**config.mk**
```make
export PLATFORM = sky130hd
export DESIGN_NAME = addr_hash_filter
export DESIGN_NICKNAME = d
export VERILOG_FILES = /design/src/rtl/addr_filt_pkg.sv /design/src/rtl/filt_regs.sv /design/src/rtl/filt_capture.sv /design/src/rtl/filt_decide.sv /design/src/rtl/addr_hash_filter.sv
export SDC_FILE = /design/constraint.sdc
export NUM_CORES = 1
export LEC_CHECK = 0
export ABC_AREA = 1
export BUFFER_PORTS_ARGS = -buffer_cell sky130_fd_sc_hd__buf_2
export CORE_MARGIN = 1.5
export CORE_UTILIZATION = 33
export DETAILED_ROUTE_END_ITERATION = 10
export GPL_TIMING_DRIVEN = 0
export SKIP_CTS_REPAIR_TIMING = 1
export SLEW_MARGIN = 20
export SYNTH_ARGS = -nofsm -noshare
export SYNTH_HDL_FRONTEND = slang
export SYNTH_SLANG_ARGS = --single-unit
```
**constraint.sdc**
```tcl
create_clock -name clk -period 9.25 [get_ports clk]
set_clock_uncertainty 0.15 [all_clocks]
set_input_delay 1.3875 -clock clk [delete_from_list [all_inputs] [get_ports clk]]
set_output_delay 1.3875 -clock clk [all_outputs]
set_load 0.005 [all_outputs]
```
**src/rtl/addr_filt_pkg.sv**
```systemverilog
package addr_filt_pkg;

  localparam logic [31:0] CRC_POLY = 32'h04C11DB7;

  // enable bits, bit 0 in the least significant position
  typedef struct packed {
    logic bcast_en;
    logic mcast_en;
    logic phys_en;
    logic all_en;
  } mode_t;

  typedef struct packed {
    logic mcast;
    logic phys;
    logic bcast;
  } match_t;

  // one byte of the CRC, data taken lsb first, no reflection of the register
  function automatic logic [31:0] crc_byte(input logic [31:0] c_in, input logic [7:0] d);
    logic [31:0] c;
    logic        fb;
    c = c_in;
    for (int b = 0; b < 8; b++) begin
      fb = c[31] ^ d[b];
      c  = {c[30:0], 1'b0};
      if (fb) c = c ^ CRC_POLY;
    end
    return c;
  endfunction

endpackage

```
**src/rtl/filt_regs.sv**
```systemverilog
module filt_regs
  import addr_filt_pkg::*;
#(
  parameter int REG_W  = 32,
  parameter int SEL_W  = 3,
  parameter int ADDR_W = 48,
  parameter int TBL_N  = 64
) (
  input  logic              clk,
  input  logic              rst,
  input  logic              we,
  input  logic [SEL_W-1:0]  sel,
  input  logic [REG_W-1:0]  wdata,
  output logic [ADDR_W-1:0] station,
  output logic [TBL_N-1:0]  table_q,
  output mode_t             mode
);
  localparam int TBL_WORDS = TBL_N / REG_W;
  localparam int TBL_BASE  = 2;
  localparam int MODE_SEL  = TBL_BASE + TBL_WORDS;
  localparam int HI_W      = ADDR_W - REG_W;

  always_ff @(posedge clk) begin
    if (rst) begin
      station <= '0;
      mode    <= '0;
    end else if (we) begin
      if (sel == SEL_W'(0)) station[REG_W-1:0]      <= wdata;
      if (sel == SEL_W'(1)) station[ADDR_W-1:REG_W] <= wdata[HI_W-1:0];
      if (sel == SEL_W'(MODE_SEL)) mode <= mode_t'(wdata[3:0]);
    end
  end

  for (genvar w = 0; w < TBL_WORDS; w++) begin : g_tbl
    always_ff @(posedge clk) begin
      if (rst) table_q[w*REG_W +: REG_W] <= '0;
      else if (we && sel == SEL_W'(TBL_BASE + w)) table_q[w*REG_W +: REG_W] <= wdata;
    end
  end

  assert_tbl_lo_R2: assert property (@(posedge clk) disable iff (rst)
    (we && sel == SEL_W'(TBL_BASE)) |=> (table_q[REG_W-1:0] == $past(wdata)));

endmodule

```
**src/rtl/filt_capture.sv**
```systemverilog
module filt_capture
  import addr_filt_pkg::*;
#(
  parameter int ADDR_BYTES = 6,
  parameter int HASH_BITS  = 6
) (
  input  logic                    clk,
  input  logic                    rst,
  input  logic                    start,
  input  logic                    valid,
  input  logic [7:0]              din,
  output logic                    last,
  output logic [ADDR_BYTES*8-1:0] addr_full,
  output logic [HASH_BITS-1:0]    hash_idx
);
  localparam int ADDR_W = ADDR_BYTES * 8;
  localparam int CW     = $clog2(ADDR_BYTES + 1);

  logic [CW-1:0]     cnt_q, base_cnt;
  logic [31:0]       crc_q, base_crc, crc_d;
  logic [ADDR_W-1:0] addr_q;
  logic              take;

  always_comb begin
    base_cnt = start ? '0 : cnt_q;
    base_crc = start ? '1 : crc_q;
    take     = valid && (base_cnt < CW'(ADDR_BYTES));
    last     = take && (base_cnt == CW'(ADDR_BYTES - 1));
    crc_d    = crc_byte(base_crc, din);
    hash_idx = crc_d[31 -: HASH_BITS];
  end

  for (genvar i = 0; i < ADDR_BYTES; i++) begin : g_byte
    assign addr_full[i*8 +: 8] = (base_cnt == CW'(i)) ? din : addr_q[i*8 +: 8];
  end

  always_ff @(posedge clk) begin
    if (rst) begin
      cnt_q  <= '0;
      crc_q  <= '1;
      addr_q <= '0;
    end else if (take) begin
      cnt_q  <= base_cnt + CW'(1);
      crc_q  <= crc_d;
      addr_q <= addr_full;
    end else if (start) begin
      cnt_q <= '0;
      crc_q <= '1;
    end
  end

  assert_start_clears_R10: assert property (@(posedge clk) disable iff (rst)
    (start && !valid) |=> (cnt_q == '0 && crc_q == '1));

endmodule

```
**src/rtl/filt_decide.sv**
```systemverilog
module filt_decide
  import addr_filt_pkg::*;
#(
  parameter int ADDR_W    = 48,
  parameter int HASH_BITS = 6,
  parameter int TBL_N     = 64
) (
  input  logic [ADDR_W-1:0]    addr,
  input  logic [HASH_BITS-1:0] hash_idx,
  input  logic [ADDR_W-1:0]    station,
  input  logic [TBL_N-1:0]     table_q,
  input  mode_t                mode,
  output logic                 accept,
  output match_t               match
);
  logic hit;

  always_comb begin
    match.bcast = &addr;
    match.mcast = addr[0] && !match.bcast;
    match.phys  = (addr == station);
    hit         = table_q[hash_idx];
    accept = mode.all_en
          || (mode.phys_en  && match.phys)
          || (mode.bcast_en && match.bcast)
          || (mode.mcast_en && match.mcast && hit);
  end

endmodule

```
**src/rtl/addr_hash_filter.sv**
```systemverilog
module addr_hash_filter
  import addr_filt_pkg::*;
#(
  parameter int ADDR_BYTES = 6,
  parameter int HASH_BITS  = 6,
  parameter int REG_W      = 32,
  parameter int SEL_W      = 3
) (
  input  logic             clk,
  input  logic             rst,
  input  logic             reg_we,
  input  logic [SEL_W-1:0] reg_sel,
  input  logic [REG_W-1:0] reg_wdata,
  input  logic             frame_start,
  input  logic             addr_valid,
  input  logic [7:0]       addr_byte,
  output logic             result_valid,
  output logic             accept,
  output logic [15:0]      rx_status
);
  localparam int ADDR_W = ADDR_BYTES * 8;
  localparam int TBL_N  = 1 << HASH_BITS;

  logic [ADDR_W-1:0]    station, addr_full;
  logic [TBL_N-1:0]     table_q;
  mode_t                mode;
  logic                 last, acc_d;
  logic [HASH_BITS-1:0] hash_idx;
  match_t               match_d, match_q;

  filt_regs #(.REG_W(REG_W), .SEL_W(SEL_W), .ADDR_W(ADDR_W), .TBL_N(TBL_N)) u_regs (
    .clk(clk), .rst(rst), .we(reg_we), .sel(reg_sel), .wdata(reg_wdata),
    .station(station), .table_q(table_q), .mode(mode));

  filt_capture #(.ADDR_BYTES(ADDR_BYTES), .HASH_BITS(HASH_BITS)) u_cap (
    .clk(clk), .rst(rst), .start(frame_start), .valid(addr_valid), .din(addr_byte),
    .last(last), .addr_full(addr_full), .hash_idx(hash_idx));

  filt_decide #(.ADDR_W(ADDR_W), .HASH_BITS(HASH_BITS), .TBL_N(TBL_N)) u_dec (
    .addr(addr_full), .hash_idx(hash_idx), .station(station), .table_q(table_q),
    .mode(mode), .accept(acc_d), .match(match_d));

  always_ff @(posedge clk) begin
    if (rst) begin
      result_valid <= 1'b0;
      accept       <= 1'b0;
      match_q      <= '0;
    end else begin
      result_valid <= last;
      if (last) begin
        accept  <= acc_d;
        match_q <= match_d;
      end else if (frame_start) begin
        accept  <= 1'b0;
        match_q <= '0;
      end
    end
  end

  assign rx_status = {match_q.mcast, match_q.phys, match_q.bcast, 13'd0};

  assert_valid_after_last_R9: assert property (@(posedge clk) disable iff (rst)
    last |=> result_valid);

  assert_single_pulse_R9: assert property (@(posedge clk) disable iff (rst)
    result_valid |=> !result_valid);

  assert_accept_on_result_R9: assert property (@(posedge clk) disable iff (rst)
    $rose(accept) |-> result_valid);

  assert_start_clears_flags_R10: assert property (@(posedge clk) disable iff (rst)
    (frame_start && !last) |=> (rx_status == 16'd0 && !accept));

  assert_bcast_not_mcast_R6: assert property (@(posedge clk) disable iff (rst)
    !(rx_status[13] && rx_status[15]));

endmodule

```
# ---- Yosys cells after proc, flatten, opt, wreduce, memory -nomap -nowiden
# Index checks and enable logic that the tools add are counted.
dict set report classes {
  addsub 1
  n_lt_le_gt_ge 2
  n_eq_ne 10
  mux 24
  bitwise_logic 16
  reduce_logical 20
}
# operator n
set ops {}
lappend ops {{$mux W27} 8}
lappend ops {{$not A14 Y14} 8}
lappend ops {{$mux W32} 2}
lappend ops {{$eq A48 B48 Y1} 1}
lappend ops {{$mux W8} 6}
lappend ops {{$reduce_and A48 Y1} 1}
lappend ops {{$eq A3 B2 Y1 const B} 4}
lappend ops {{$mux W3} 4}
lappend ops {{$eq A3 B3 Y1 const B} 3}
lappend ops {{$logic_and A1 B1 Y1} 9}
lappend ops {{$xor A1 B1 Y1} 8}
lappend ops {{$lt A6 B7 Y1 const B} 1}
lappend ops {{$bmux W1 S6} 1}
lappend ops {{$eq A3 B1 Y1 const B} 2}
lappend ops {{$logic_not A3 Y1} 2}
lappend ops {{$reduce_and A2 Y1} 3}
lappend ops {{$add A3 B1 Y3 const B} 1}
lappend ops {{$logic_or A1 B1 Y1} 3}
lappend ops {{$lt A3 B3 Y1 const B} 1}
lappend ops {{$mux W1} 3}
lappend ops {{$reduce_bool A2 Y1} 1}
lappend ops {{$logic_not A1 Y1} 1}
dict set report totals {
  regBits 204
  word_cells 89
}

# ---- Logic depth before layout (Yosys ltp)
dict set report depth {
  ltp_word 22
  ltp_mapped 24
  depth_no_buf 22
}

# ---- By module
# From an unflattened synthesis, not the netlist that was laid out.
dict set report unflattened {
  cells_unflattened 1829
  hier_area_um2 11659.9
}
# mod instances cells_per_inst area_each_um2 seq_area_each_um2
set modules_own_cells {}
lappend modules_own_cells {filt_capture 1 717 4849.7 1661.6}
lappend modules_own_cells {filt_regs 1 678 4707.0 2322.2}
lappend modules_own_cells {filt_decide 1 391 1799.2 0.0}
lappend modules_own_cells {addr_hash_filter 1 43 304.0 100.1}

# ---- Worst setup path after synthesis
# Ideal clock, no wire load.
dict set report synth_path {
  kind {input-to-reg}
  from {input port frame_start}
  to {register accept}
  setup_time_ns 0.112
  arrival_time_ns 3.664
  setup_slack_ns 5.324
  cell_stages 19
  n_path_buf 2
  path_cell_list {buf_6 > inv_4 > nand2_1 > inv_1 > ha_1 > ha_1 > clkbuf_1 > o21ai_0 > inv_1 > nor4_1 > nand3_1 > nor3_1 > nand3_1 > nand2_1 > nor2_1 > nand3_1 > nand2_1 > nand2_1 > nand2_1}
}
dict set report synth_via {
  elab_chain_cells 17
}
# element line
set synth_lines {}
lappend synth_lines {{start, declared} addr_hash_filter.sv:14} ;# input logic frame_start,
lappend synth_lines {{$mux W32} -}
lappend synth_lines {{$mux W27 (3 in a row)} addr_filt_pkg.sv:27} ;# if (fb) c = c ^ CRC_POLY;
lappend synth_lines {{$not A14 Y14 (no line)} -}
lappend synth_lines {{$mux W27} addr_filt_pkg.sv:27}
lappend synth_lines {{$not A14 Y14 (no line)} -}
lappend synth_lines {{$mux W27 (3 in a row)} addr_filt_pkg.sv:27}
lappend synth_lines {{$not A14 Y14 (no line)} -}
lappend synth_lines {{$mux W27} addr_filt_pkg.sv:27}
lappend synth_lines {{$bmux W1 S6} filt_decide.sv:22} ;# hit = table_q[hash_idx];
lappend synth_lines {{$mux W1 (not written as such)} filt_decide.sv:22}
lappend synth_lines {{$logic_and A1 B1 Y1} filt_decide.sv:26} ;# || (mode.mcast_en && match.mcast && hit);
lappend synth_lines {{$logic_or A1 B1 Y1} filt_decide.sv:26}
lappend synth_lines {{$mux W1} addr_hash_filter.sv:50} ;# if (last) begin
lappend synth_lines {{end signal, assigned} addr_hash_filter.sv:46} ;# accept <= 1'b0;
lappend synth_lines {{end signal, assigned} addr_hash_filter.sv:51} ;# accept <= acc_d;
lappend synth_lines {{end signal, assigned} addr_hash_filter.sv:54} ;# accept <= 1'b0;
lappend synth_lines {{end, declared} addr_hash_filter.sv:18} ;# output logic accept,
# Parallel ways exist; a longest one is shown, timed or not. The select of a mux whose other input is x is not followed.
# A chain may end at the register's enable or synchronous reset.

# ---- Worst setup path in the final report
# Same ends and word-level chain as after synthesis.

==> qor.tcl <==
set qor(max-cap-violations) 0
set qor(ioPinCount) 66
set qor(cts_buffer_depth) 3
set qor(ys_seq_elements) 204
set qor(cts_inserted_buffers) 24
set qor(core_area_um2) 30700
set qor(drt-vias-per-instance) 5.08
set qor(status) {completed}
set qor(grt.met1_usage) 0.293
set qor(place.detailed.instances) 1911
set qor(worstPathRequired_ns) 9.52
set qor(asyncSetResetFlopFracSynth) 0
set qor(drive_gt1_frac) 0.110
set qor(static_leakage_nw) 5.05
set qor(power-per-cell-area_nw_per_um2) 207
set qor(synthCells) 1453
set qor(synth_most_common_cell) {sky130_fd_sc_hd__nor2_1}
set qor(n_antenna_cell) 0
set qor(finalCriticalPeriod_ns) 4.28
set qor(finalHoldViolCount) 0
set qor(critical_path.max_fanout) 10
set qor(synthDominantAreaCellType) {sky130_fd_sc_hd__dfxtp_1}
set qor(rr_endpoint) {accept$_SDFFE_PP0P_}
set qor(final_non_filler_cell_total) 1955
set qor(period_share) 0.463
set qor(timing.critical_path.to_type) {flop}
set qor(synth_area_leaders) {sky130_fd_sc_hd__dfxtp_1 40%, sky130_fd_sc_hd__o21ai_0 11%, sky130_fd_sc_hd__nor2_1 8.5%}
set qor(port-buffer-count) 50
set qor(hold_path_startpoint) {u_regs.table_q[45]$_SDFFE_PP0P_}
set qor(critical_path.reg2reg.startpoint) {u_cap.cnt_q[1]$_SDFF_PP0_}
set qor(routed_wire_length_per_instance_um) 17.3
set qor(rows) 64
set qor(area_growth_syn_to_layout_pct) 16.4
set qor(grt_setup_unrepaired) {no}
set qor(grt_pass1_wl_um) 52500
set qor(grt_use_total) 0.204
set qor(dp_hpwl_um) 25000
set qor(kind_of_start_point_of_the_critical_path) {input pin}
set qor(initial_core_util) 0.336
set qor(report.final.setup_viol) 0
set qor(fin_util) 0.391
set qor(syn-mean-instance-area_um2) 7.09
set qor(drt_first_iter_violations) 914
set qor(first_global_vias) 9086
set qor(vias) 9930
set qor(aggregate_negative_setup_slack_ns) 0
set qor(die-area_um2) 32300
set qor(grt_most_used_layer) {met2}
set qor(drcViolationCount) 0
set qor(synth-edff-count) 0
set qor(groute.layer.met3.usage) 0.0278
set qor(final-max-slew-violation-count) 0
set qor(ir_worst_vdd_mv) 0.159
set qor(synth_top_cell_area_share) 0.396
set qor(grt_antenna_before_repair) 0
set qor(worst_ep_arrival_time_ns) 4.55
set qor(cell_types_with_the_highest_counts_after_synthesis) {232 x sky130_fd_sc_hd__nor2_1, 230 x sky130_fd_sc_hd__o21ai_0, 204 x sky130_fd_sc_hd__dfxtp_1, 204 x sky130_fd_sc_hd__nand2_1, 118 x sky130_fd_sc_hd__inv_1}
set qor(grtUsageMet2) 0.321
set qor(hold_path_class) {flop to flop}
set qor(die-height_um) 180
set qor(rrSetupSlack_ns) 5.78
set qor(gp_congestion) 0.920
set qor(fp.dieW_um) 180
set qor(final_critical_path_setup_slack_ns) 4.97
set qor(clk_pin_slew_worst_paths_ns) 0.06
set qor(timing.reg2reg.worst_path_depth) 17
set qor(final_nets) 1594
set qor(tritoncts) {done}
set qor(htree_num_levels) 1
set qor(detail_route.first_pass.iterations) 7
set qor(number_of_instances_on_the_worst_hold_path) 2
set qor(hold_ws_ns) 0.294
set qor(worst-slew-pin-transition_ns) 0.860
set qor(cts_root_buffer) {sky130_fd_sc_hd__clkbuf_16}
set qor(detail_route.wirelength_um) 33800
set qor(synth_sequential_area_ratio) 0.396
set qor(synth_flop_cell) {sky130_fd_sc_hd__dfxtp_1}
set qor(place_ws_ns) 4.47
set qor(overflow) 0
set qor(synth.distinct_cells) 42
set qor(slew_headroom) 0.421
set qor(yosysWarnings) 0
set qor(achievable-frequency_ghz) 0.234
set qor(worstSetupPathType) {input pin to flop}
set qor(maximum_number_of_pins_on_one_net_before_global_route_repair) 14
set qor(clk-insertion-delay-late_ns) 0.54
set qor(cts.sinks) 204
set qor(postRouteAntennaNets) 0
set qor(syn_area_um2) 10300
set qor(min_delay_worst_endpoint) {u_regs.table_q[45]$_SDFFE_PP0P_}
[how the worst max path moves through the flow]
stage / startpoint / slack (ns) / end / depth (start not counted)
floorplan: frame_start / 5.32 / accept$_SDFFE_PP0P_ / 19
global placement: frame_start / 4.51 / accept$_SDFFE_PP0P_ / 19
detailed placement: frame_start / 4.47 / accept$_SDFFE_PP0P_ / 19
CTS: frame_start / 5.00 / accept$_SDFFE_PP0P_ / 19
global route: frame_start / 4.68 / accept$_SDFFE_PP0P_ / 20
finish: frame_start / 4.97 / accept$_SDFFE_PP0P_ / 19
[placed cells by master (no fill, tap or decap), types with 10 or more instances in the layout]
| master | n |
|---|---|
| sky130_fd_sc_hd__nor2_1 | 232 |
| sky130_fd_sc_hd__o21ai_0 | 230 |
| sky130_fd_sc_hd__nand2_1 | 204 |
| sky130_fd_sc_hd__dfxtp_1 | 204 |
| sky130_fd_sc_hd__inv_1 | 118 |
| sky130_fd_sc_hd__a21oi_1 | 99 |
| sky130_fd_sc_hd__nand3_1 | 85 |
| sky130_fd_sc_hd__clkbuf_1 | 62 |
| sky130_fd_sc_hd__xor2_1 | 61 |
| sky130_fd_sc_hd__buf_2 | 57 |
| sky130_fd_sc_hd__clkbuf_16 | 24 |
| sky130_fd_sc_hd__buf_4 | 17 |
| sky130_fd_sc_hd__xnor2_1 | 15 |
| sky130_fd_sc_hd__nand4_1 | 13 |
| sky130_fd_sc_hd__conb_1 | 13 |
| sky130_fd_sc_hd__nand2_2 | 12 |
| sky130_fd_sc_hd__o211ai_1 | 11 |
| sky130_fd_sc_hd__or2_2 | 10 |
[logic make-up after synthesis]
logic type	after synthesis	synth area share
XOR/XNOR	87	0.0875
flip-flops	204	0.396
adder cells (fa/ha/maj)	5	0.00607
AO/OA/AOI/OAI	358	0.181
other	1	0.000364
buffers and inverters	215	0.0881
AND/OR/NAND/NOR	583	0.241
[sequential cells by signal, summed over array words and instances (netlist names), 3 cells and up]
name and count:
u_cap.addr_q 48, u_cap.crc_q 32, u_regs.mode 4, u_regs.station 48
u_regs.table_q 64, rx_status 3, u_cap.cnt_q 3
[metrics by stage]
step | total power, mW | area, µm²
after floorplan | 1.28 | 10300
after global placement | 1.43 | 11100
after detailed placement | 1.43 | 11100
after CTS | 2.48 | 12000
after global routing | 2.58 | 12000
final | 2.48 | 12000
[worst max-delay path: stages]
cell                       delay (ns)
sky130_fd_sc_hd__buf_6           0.15
sky130_fd_sc_hd__inv_4           0.08
sky130_fd_sc_hd__nand2_1         0.13
sky130_fd_sc_hd__inv_1           0.09
sky130_fd_sc_hd__ha_1            0.20
sky130_fd_sc_hd__ha_1            0.29
sky130_fd_sc_hd__clkbuf_1        0.25
sky130_fd_sc_hd__o21ai_0         0.32
sky130_fd_sc_hd__inv_1           0.10
sky130_fd_sc_hd__nor4_1          0.35
sky130_fd_sc_hd__nand3_1         0.19
sky130_fd_sc_hd__nor3_1          0.24
sky130_fd_sc_hd__nand3_1         0.23
sky130_fd_sc_hd__nand2_1         0.17
sky130_fd_sc_hd__nor2_1          0.06
sky130_fd_sc_hd__nand3_1         0.11
sky130_fd_sc_hd__nand2_1         0.06
sky130_fd_sc_hd__nand2_1         0.06
sky130_fd_sc_hd__nand2_1         0.05
[final cells by class]
cell class / count / area (µm²)
fill: 3262 / 18700
multi-input combinational: 1046 / 5360
sequential: 204 / 4080
clock buffer: 33 / 714
tap: 396 / 495
inverter: 125 / 474
buffer: 90 / 433
timing repair buffer: 50 / 250
clock inverter: 11 / 178
[metal layers]
layer	share of wire	wire length [µm]	vias up
li1	-	-	4888
met1	0.46	15700	4615
met2	0.44	14900	365
met3	0.067	2280	62
met4	0.027	903	0
met5	0	0	-
[report_power, final]
group / switching [mW] / internal [mW]
clock network: 0.405 / 0.653
logic: 0.323 / 0.150
registers: 0.0214 / 0.925
(Power assumes the default switching activity.)
